==> config.mk <==
export PLATFORM = sky130hd
export DESIGN_NAME = hs_byte_port
export DESIGN_NICKNAME = d
export VERILOG_FILES = /design/src/rtl/hbp_pkg.sv /design/src/rtl/hbp_sync.sv /design/src/rtl/hbp_core.sv /design/src/rtl/hs_byte_port.sv
export SDC_FILE = /design/constraint.sdc
export NUM_CORES = 1
export LEC_CHECK = 0
export BUFFER_PORTS_ARGS = -buffer_cell sky130_fd_sc_hd__buf_4
export CAP_MARGIN = 10
export CORE_MARGIN = 8
export CORE_UTILIZATION = 48
export DETAILED_ROUTE_END_ITERATION = 8
export PLACE_DENSITY = 0.75
export SLEW_MARGIN = 5
export SYNTH_ARGS = -nofsm -noshare
export SYNTH_HDL_FRONTEND = slang
export SYNTH_SLANG_ARGS = --single-unit
==> constraint.sdc <==
create_clock -name clk -period 1.8 [get_ports clk]
set_clock_uncertainty 0.05 [all_clocks]
set_input_delay 0.36 -clock clk [delete_from_list [all_inputs] [get_ports clk]]
set_output_delay 0.36 -clock clk [all_outputs]
set_load 0.1 [all_outputs]
==> src/rtl/hbp_pkg.sv <==
`timescale 1ns/1ps
package hbp_pkg;

    typedef enum logic {
        PORT_IN  = 1'b0,
        PORT_OUT = 1'b1
    } port_mode_e;

    typedef struct packed {
        logic req;        // request pending (active meaning set by mode)
        logic stb_prev;   // synchronized strobe, one clock late
        logic sel_prev;   // selected condition, one clock late
        logic mode_prev;  // mode seen last clock
    } port_ctl_t;

endpackage

==> src/rtl/hbp_sync.sv <==
`timescale 1ns/1ps
module hbp_sync #(
    parameter int WIDTH  = 1,
    parameter int STAGES = 2
) (
    input  logic             clk,
    input  logic             clr_n,
    input  logic [WIDTH-1:0] d,
    output logic [WIDTH-1:0] q
);

    logic [STAGES-1:0][WIDTH-1:0] chain_d;
    logic [STAGES-1:0][WIDTH-1:0] chain_q;

    assign chain_d[0] = d;

    generate
        for (genvar g = 1; g < STAGES; g++) begin : g_stage
            assign chain_d[g] = chain_q[g-1];
        end
    endgenerate

    always_ff @(posedge clk or negedge clr_n) begin
        if (!clr_n) chain_q <= '0;
        else        chain_q <= chain_d;
    end

    assign q = chain_q[STAGES-1];

endmodule

==> src/rtl/hbp_core.sv <==
`timescale 1ns/1ps
module hbp_core
    import hbp_pkg::*;
#(
    parameter int DATA_W = 8
) (
    input  logic              clk,
    input  logic              clr_n,
    input  logic              mode,
    input  logic              stb_s,
    input  logic              cs1_s,
    input  logic              cs2_s,
    input  logic [DATA_W-1:0] din,
    output logic [DATA_W-1:0] do_data,
    output logic              do_oe,
    output logic              svc_req
);

    port_mode_e        mode_e;
    port_ctl_t         ctl_d, ctl_q;
    logic [DATA_W-1:0] data_d, data_q;
    logic              sel, load, stb_fall, sel_fall, mode_chg;

    always_comb begin
        mode_e   = port_mode_e'(mode);
        sel      = (mode_e == PORT_IN) ? (cs1_s & cs2_s) : (~cs1_s & cs2_s);
        load     = stb_s & ((mode_e == PORT_IN) | sel);
        stb_fall = ctl_q.stb_prev & ~stb_s;
        sel_fall = ctl_q.sel_prev & ~sel;
        mode_chg = (mode != ctl_q.mode_prev);

        data_d          = data_q;
        ctl_d           = ctl_q;
        ctl_d.stb_prev  = stb_s;
        ctl_d.sel_prev  = sel;
        ctl_d.mode_prev = mode;

        if (mode_chg) begin
            // a mode switch acts as a clear; edges across it are discarded
            data_d         = '0;
            ctl_d.req      = 1'b0;
            ctl_d.stb_prev = 1'b0;
            ctl_d.sel_prev = 1'b0;
        end else begin
            if (load) data_d = din;
            if (mode_e == PORT_IN) begin
                // new data beats the end of a read
                if (stb_fall)      ctl_d.req = 1'b1;
                else if (sel_fall) ctl_d.req = 1'b0;
            end else begin
                // the deselect beats the strobe trailing edge
                if (sel_fall)      ctl_d.req = 1'b1;
                else if (stb_fall) ctl_d.req = 1'b0;
            end
        end
    end

    always_ff @(posedge clk or negedge clr_n) begin
        if (!clr_n) begin
            data_q <= '0;
            ctl_q  <= '0;
        end else begin
            data_q <= data_d;
            ctl_q  <= ctl_d;
        end
    end

    assign do_oe   = (mode_e == PORT_OUT) | sel;
    assign do_data = load ? din : data_q;
    assign svc_req = (mode_e == PORT_OUT) ? ctl_q.req : ~ctl_q.req;

    // a strobe trailing edge in input mode pulls the request pin low
    assert_in_req_set_R4: assert property (@(posedge clk) disable iff (!clr_n)
        (mode_e == PORT_IN && !mode_chg && stb_fall) |=> !svc_req);

    // end of a read releases the request unless new data arrived
    assert_in_req_release_R6: assert property (@(posedge clk) disable iff (!clr_n)
        (mode_e == PORT_IN && !mode_chg && sel_fall && !stb_fall) |=> (svc_req || mode != $past(mode)));

    // deselect in output mode signals the peripheral
    assert_out_req_set_R8: assert property (@(posedge clk) disable iff (!clr_n)
        (mode_e == PORT_OUT && !mode_chg && sel_fall) |=> (svc_req || mode != $past(mode)));

    // without a qualified strobe the register holds
    assert_hold_R7: assert property (@(posedge clk) disable iff (!clr_n)
        (!load && !mode_chg) |=> $stable(data_q));

    // mode switch empties the register and the request
    assert_mode_clear_R1: assert property (@(posedge clk) disable iff (!clr_n)
        mode_chg |=> (data_q == '0 && !ctl_q.req));

endmodule

==> src/rtl/hs_byte_port.sv <==
`timescale 1ns/1ps
module hs_byte_port #(
    parameter int DATA_W      = 8,
    parameter int SYNC_STAGES = 2
) (
    input  logic              clk,
    input  logic              clr_n,
    input  logic              mode,
    input  logic              strobe,
    input  logic              sel_x,
    input  logic              sel_en,
    input  logic [DATA_W-1:0] din,
    output logic [DATA_W-1:0] do_data,
    output logic              do_oe,
    output logic              svc_req
);

    localparam int PIN_W = 3;

    logic [PIN_W-1:0] pins_raw, pins_s;

    assign pins_raw = {strobe, sel_x, sel_en};

    hbp_sync #(.WIDTH(PIN_W), .STAGES(SYNC_STAGES)) i_sync (
        .clk   (clk),
        .clr_n (clr_n),
        .d     (pins_raw),
        .q     (pins_s)
    );

    hbp_core #(.DATA_W(DATA_W)) i_core (
        .clk     (clk),
        .clr_n   (clr_n),
        .mode    (mode),
        .stb_s   (pins_s[2]),
        .cs1_s   (pins_s[1]),
        .cs2_s   (pins_s[0]),
        .din     (din),
        .do_data (do_data),
        .do_oe   (do_oe),
        .svc_req (svc_req)
    );

endmodule

==> results.txt, run 1 <==
The total inserted antenna cells came out at 0. The clock network latency to the later pin of the worst-skew pair came out at roughly 0.30 ns. The maximum number of pins on one net before global-route repair is 19. For this block, the initial DRC count from the detailed router was 9. The most numerous cell type found on the critical path is buf_12.

The total iterations of the first detailed-routing run is 4. The minimum period implied by the final worst setup slack is about 2 ns. The hold violation count in the final report is 0. The worst slew margin relative to its limit is 74.7%. The data arrival time at the worst-slack endpoint came out at between 1.5 and 2 ns. The area used by multi-input combinational logic came out at a little under 400 µm². The tree is rooted in a clkbuf_4.

Power spread over the standard cell area amounts to 844 mW/mm². In the post-synthesis netlist, the biggest area contributors are dfrtp_1 56%, mux2_1 11%, a22o_1 7.6%. The final core utilization is 75.9%. For this configuration, the core starts out at a cell density of 49.1%. The post-route netlist has 51.6% of its cells at a drive strength greater than 1. The worst hold-check path type is in -> reg.

The via count is around 620. The depth of the CTS H-tree is 1. After the last flow step, the layout net total stands at 110. The floorplan die area came out at around 0.0033 mm². The library cell with the highest instance count after synthesis is dfrtp_1. The number of flops mapped to enable cells by yosys came out at 0. After detailed routing, the number of remaining DRC violations is 0.

Setup slack on the critical path of the routed design comes to -0.203 ns. The per-instance average area after synthesis came out at 13.3 µm². The worst setup path is captured at an output pin. The flow ran to the end, but the final reports show violations.

The via count of the first global-routing pass is around 660. The first-pass GRT wire length came out at around 3200 µm. The height of the die came out at around 57 µm. Of the available clock period, the critical path in the final layout requires 111%.

The delay of the slowest critical-path stage is just under 0.4 ns. TritonCTS built the clock tree. The maximum count of clock buffers along a single path is 2. The port buffer count is 23.

The final reports fail on setup timing. The number of pins exceeding their max-slew limit in the final report was 0. The wire length on met1 is 790 µm. After detailed routing, the met2 layer carries between 1000 and 1500 µm of wire. In this run the count of I/O pins placed on the die edge is 24. The maximum resistive drop on vdd came out at between 500 and 600 µV. The leakage power is between 0.6 and 0.7 nW.

The post-synthesis sequential area ratio came out at 55.6%. The fraction of synthesis flops using an asynchronous set or reset pin is 100%. The number of standard cells after synthesis is between 60 and 70. The HPWL reported at the end of detailed placement is about 1300 µm. At the placement stage, the worst setup path has a slack of 0.0171 ns. The wire length per cell after detailed routing is about 17 µm. The critical-path cell with the highest stage delay is dfrtp_1. Setup violations remaining at the end of the flow were counted as 8. The footprint of the flip-flops and latches is around 450 µm². In this run the standard cell core region covers 0.00165 mm². Along the worst path, the maximum fanout reaches 8. The slew of the pin with the lowest slew margin is approximately 0.38 ns. The sum of negative setup slack came out at -1.58 ns. The combined global-route utilization of all metal layers came out at roughly 13%. The cell area after synthesis is about 810 µm². The number of library cell types mapped by synthesis came out at 26. Among all flip-flop cells after synthesis, the most frequent one is dfrtp_1. The detailed router used layers up to and including met4. The total global routing overflow is 0. Relative to the synthesized area, the layout overhead comes to 54.6%. After clock tree synthesis, the clock-pin slew on the worst setup and hold paths is about 0.1 ns. The final weighted congestion in routability-driven placement is around 0.77.

The routed design uses approximately 76 µm of met3 wire. The post-route cell area came out at approximately 0.0013 mm². The final routed wirelength across all metal layers is 1920 µm.

The flip-flop and latch count after synthesis is 18. Buffers inserted during clock tree synthesis total 3. Setup repair after global routing could not meet its margin everywhere. The TritonCTS sink count is 18.

The data required time at the worst endpoint came out at approximately 1.4 ns. After synthesis, the most frequently instantiated cells are 18 x dfrtp_1, 8 x mux2_1, 7 x a22o_1. The detail-routed via count per cell came out at between 5 and 6. The initial antenna violation count is 0. The type of origin of the critical path is a flop. The x dimension of the die is about 57 µm.

Yosys printed 0 warnings. The worst setup path is of the reg -> out kind. The cell type with the highest aggregate area in the netlist is dfrtp_1. The area share of the largest cell type after synthesis came out at ~56%. The worst hold slack came out at between 0.1 and 0.15 ns.

Walking the worst path, the cells encountered are nor2b_4 > o21ai_4 > buf_12 > mux2_4 > buf_12. The number of nets in the synthesized netlist is 75. Timing would allow up to between 0.4 and 0.5 GHz. The max-cap violation count is 0. The number of rows in the core area is 15. The placed standard-cell area came out at 0.00107 mm². The filler cells instantiated in the layout total 111. The detail route stage leaves a number of antenna-violating nets equal to 0.
state kept, by name, indices dropped and copies added, names as in the netlist:
| signal | flops |
|---|---|
| i_sync.q | 3 |
| i_sync.chain_d | 3 |
| i_core.ctl_q | 4 |
| i_core.data_q | 8 |
worst paths after layout:
check	start	endpoint	slack, ns	cells after the start
worst min register to register	i_sync.chain_d[4]$_DFF_PN0_	i_sync.q[1]$_DFF_PN0_	0.31	0
worst min-delay path	sel_en	i_sync.chain_d[3]$_DFF_PN0_	0.12	1
min in group asynchronous	clr_n	i_core.data_q[0]$_DFF_PN0_	0.40	2
worst max register to register	i_sync.q[2]$_DFF_PN0_	i_core.data_q[2]$_DFF_PN0_	0.38	4
max in group asynchronous	clr_n	i_core.data_q[6]$_DFF_PN0_	1.10	2
worst max-delay path	i_sync.q[0]$_DFF_PN0_	do_data[0]	-0.20	5
per-stage QoR:
step / instances / power [mW]
global placement: 105 / 0.748
CTS: 111 / 1.07
detailed placement: 105 / 0.752
floorplan: 61 / 0.665
finish: 112 / 1.06
global route: 112 / 1.10
report_power, final:
part           switching (mW)  internal (mW)  total (mW)
sequential             0.0158          0.426       0.442
combinational           0.220          0.148       0.368
clock                   0.126          0.123       0.249
total                   0.361          0.697        1.06
worst max-delay path: cells and delay by family, from the launching register on:
kind                   cells  cell delay [ns]
AOI/OAI and AO/OA          1             0.14
buffers and inverters      2             0.32
DFF                        1             0.39
muxes                      1             0.32
and+or+nand+nor            1             0.14
logic make-up (layout without fill, tap and decap cells):
kind of cell / after synthesis / after routing / share of synthesized area (%)
XOR/XNOR: 1 / 1 / 1.08
buffers and inverters: 2 / 36 / 1.08
multiplexers: 11 / 11 / 14.8
AND/OR/NAND/NOR: 16 / 16 / 12.3
AO/OA/AOI/OAI: 13 / 13 / 15.1
flip-flops: 18 / 18 / 55.6
routing by layer:
metal	GRT usage (%)	up-vias
li1	-	298
met1	14.3	299
met2	20.2	18
met3	4.21	6
met4	9.06	0
met5	0	-
layout by cell type (no fill, tap or decap), types with 3 or more instances in the layout:
master,n
buf_4,21
dfrtp_1,18
buf_12,9
mux2_4,8
a22o_1,7
nand2_1,4
mux2i_1,3
clkbuf_4,3
timing repair:
action	4_1_cts	5_1_grt
hold buffers	1	0
gates resized for setup	30	0
hold endpoints to repair	18	0
pin swaps	1	1
endpoints found under the setup margin	8	8
setup buffers	1	1
layout make-up:
class / instances / area share, %
Inverter: 1 / 0.299
Multi-Input combinational cell: 41 / 31.4
Tap cell: 17 / 1.70
Sequential cell: 18 / 35.9
Clock buffer: 4 / 2.89
Timing Repair Buffer: 31 / 27.7
Power figures use the tool's default switching activity.
==> run 2, diff against run 1 <==
BUFFER_PORTS_ARGS = -buffer_cell sky130_fd_sc_hd__buf_2   (was -buffer_cell sky130_fd_sc_hd__buf_4)
==> run 2 against run 1 <==
Net effect: the run still ends with setup timing left; die area unchanged; fmax down 2.7%; sequential share of layout area up 0.29 points; utilization down 0.61 points; sequential cell count unchanged; via count up 0.97%; global-route usage down 0.91 points; clock-buffer cell count unchanged; hold slack worse by 0.0024 ns; cell count up 0.89%; sequential power about the same; largest power group unchanged; highest routed layer unchanged.
==> results.txt, run 2 (synthesis gave the netlist of run 1 again) <==
Run status: finished, violations left (unchanged). Violations in the final reports: setup timing (unchanged). The detail-routed via count per cell is 5.55 (was 5.54). The slew of the pin with the lowest slew margin is 0.387 ns (was 0.378 ns). The area added between synthesis and finish was 53.4% (was 54.6%). The reg-to-reg setup timing slack came out at 0.39 ns (was 0.38 ns).

The most frequent standard cell in the layout excluding fill and tap cells is dfrtp_1 (was buf_4). The cell area power density came out at 847 mW/mm² (was 844 mW/mm²). The depth of the CTS H-tree is 1 (unchanged).

The buffer type at the clock tree root is clkbuf_4 (unchanged). The number of buffers created by CTS is 3 (unchanged). The maximum number of pins on one net before global-route repair came out at 19 (unchanged).

The first-pass GRT wire length is 3130 µm (was 3240 µm). The via count was 627 (was 621). The starting utilization of the core area is 49.1% (unchanged). The startpoint of the most critical register-to-register path was i_sync.q[2]$_DFF_PN0_ (unchanged). The count of unresolved DRC violations after routing is 0 (unchanged). The total inserted antenna cells was 0 (unchanged). The final net count is 111 (was 110).

The leakage power came out at 0.614 nW (was 0.618 nW). The HPWL reported at the end of detailed placement is 1260 µm (about the same). The clock network latency to the later pin of the worst-skew pair is 0.29 ns (was 0.30 ns). The number of cells traversed by the worst register-to-register path came to 4 (unchanged). Unrepaired setup endpoints after global routing: yes (unchanged). The worst hold slack came out at 0.119 ns (was 0.122 ns).

The critical path class was reg -> out (unchanged). The clock-pin slew of the registers on the worst-case setup and hold paths was 0.10 ns (about the same). The wire length per cell after detailed routing was 15.4 µm (was 17.2 µm). The number of cells on the worst hold path is 1 (unchanged). The register containing the most flip-flops in the final layout was i_core.data_q (unchanged).

The via count of the first global-routing pass is 694 (was 656). The post-route fraction of the period consumed by the critical path is 114% (was 111%). The number of rows in the core area was 15 (unchanged).

The type of origin of the critical path is a flop (unchanged). The number of placed instances with taps included is 105 (unchanged). The post-layout instance count excluding filler cells came out at 113 (was 112). The worst hold-check path type was in -> reg (unchanged). The total global routing overflow came to 0 (unchanged). The x dimension of the die came out at 57.1 µm (unchanged). The share of post-route cells with drive strength above 1 is 52.1% (was 51.6%). The number of pins exceeding their max-slew limit in the final report was 0 (unchanged). The final core utilization is 75.3% (was 75.9%). The port buffer count is 23 (unchanged). The endpoint of the worst hold path is i_sync.chain_d[4]$_DFF_PN0_ (was i_sync.chain_d[3]$_DFF_PN0_). The total iterations of the first detailed-routing run was 4 (unchanged).

The number of routed nets with antenna violations is 0 (unchanged). The endpoint of the worst-slack reg-to-reg timing path is i_core.data_q[6]$_DFF_PN0_ (was i_core.data_q[2]$_DFF_PN0_). The maximum resistive drop on vdd came out at 661 µV (was 587 µV). The timing startpoint of the critical path was i_sync.q[0]$_DFF_PN0_ (unchanged). The data required time at the worst endpoint came to 1.39 ns (about the same).

The critical-path maximum fanout came out at 3 (was 8). The final routed wirelength across all metal layers came out at 1740 µm (was 1920 µm). The fmax came out at 0.486 GHz (was 0.499 GHz). The TritonCTS clock tree is done (unchanged).

The critical path capture point type is an output pin (unchanged). The total core area was 0.00165 mm² (unchanged). The minimum period implied by the final worst setup slack came out at 2.06 ns (was 2.00 ns). The max-cap violation count is 0 (unchanged). The TritonCTS sink count came out at 18 (unchanged). Commonest non-fill, non-tap cells in the layout: 18 x dfrtp_1, 13 x buf_2, 9 x buf_12, 7 x mux2_4, 7 x a22o_1 (was 21 x buf_4, 18 x dfrtp_1, 9 x buf_12, 8 x mux2_4, 7 x a22o_1).

The floorplan die area is 0.00326 mm² (unchanged). The height of the die came out at 57.1 µm (unchanged). The sum of negative setup slack came out at -1.82 ns (was -1.58 ns). The DRC violation total after the first TritonRoute iteration is 7 (was 9). The initial antenna violation count is 0 (unchanged).

The hold violation count in the final report came to 0 (unchanged). The worst slew margin relative to its limit came out at 74.2% (was 74.7%). The flip-flop count of the largest register, all copies and words added is 8 (unchanged). The top-level I/O count is 24 (unchanged).

The data arrival time at the worst-slack endpoint is 1.65 ns (was 1.59 ns). The launch point of the worst hold path is sel_x (was sel_en). The maximum count of clock buffers along a single path came out at 2 (unchanged). The smallest setup slack after layout is -0.259 ns (was -0.203 ns). The final weighted congestion in routability-driven placement is 0.737 (was 0.773).

The number of failing setup endpoints in the final timing report is 8 (unchanged). Registers with the highest flip-flop counts: i_core.data_q x8, i_core.ctl_q x4 (unchanged). The combined global-route utilization of all metal layers was 12.0% (was 12.9%).
[run 2: report_power, final]
part           internal, mW  total (mW)  switching [mW]
clock                 0.123       0.246           0.122
combinational         0.148       0.367           0.220
sequential            0.426       0.440          0.0146
[run 2: layout make-up]
cell class / count / area, µm²
well taps: 17 / 21.3
flip-flops and latches: 18 / 450
fillers: 114 / 408
repair buffers: 32 / 342
multi-input cells: 41 / 390
clock buffers: 4 / 36.3
inverters: 1 / 3.75
[run 2: worst max path at each step]
| stage | endpoint | slack (ns) | cells after the start |
|---|---|---|---|
| global route | do_data[2] | -0.34 | 6 |
| detailed placement | do_data[7] | -0.08 | 4 |
| floorplan | svc_req | -0.07 | 2 |
| finish | do_data[2] | -0.26 | 6 |
| CTS | do_data[2] | -0.28 | 6 |
| global placement | do_data[7] | -0.08 | 4 |
[run 2: per-layer routing]
metal,part of all wire (%),vias up,global-route usage (%)
met4,0.92,0,4.03
met5,0,-,0
met3,6.7,2,6.21
li1,-,296,-
met1,43,312,12.7
met2,50,17,19.8
[run 2: stage by stage]
step                      instance area, µm²  power (mW)  setup slack (ns)
final                                   1240        1.05            -0.259
after global routing                    1240        1.10            -0.338
after CTS                               1240        1.06            -0.281
after detailed placement                1070       0.765           -0.0763
after global placement                  1070       0.760           -0.0808
after floorplan                          830       0.665           -0.0703
[run 2: what timing repair did]
| item | 4_1_cts | 5_1_grt |
|---|---|---|
| setup buffers | 3 | 0 |
| resized for setup | 27 | 0 |
| endpoints found under the setup margin | 8 | 8 |
| hold buffers | 1 | 0 |
| pin swaps | 1 | 1 |
| hold endpoints to repair | 18 | 0 |
[run 2: critical path, cell delays in order (launching register included)]
cell,delay [ns]
dfrtp_1,0.39
nor2b_4,0.14
o21ai_4,0.14
buf_6,0.13
buf_6,0.09
mux2_4,0.30
buf_12,0.17
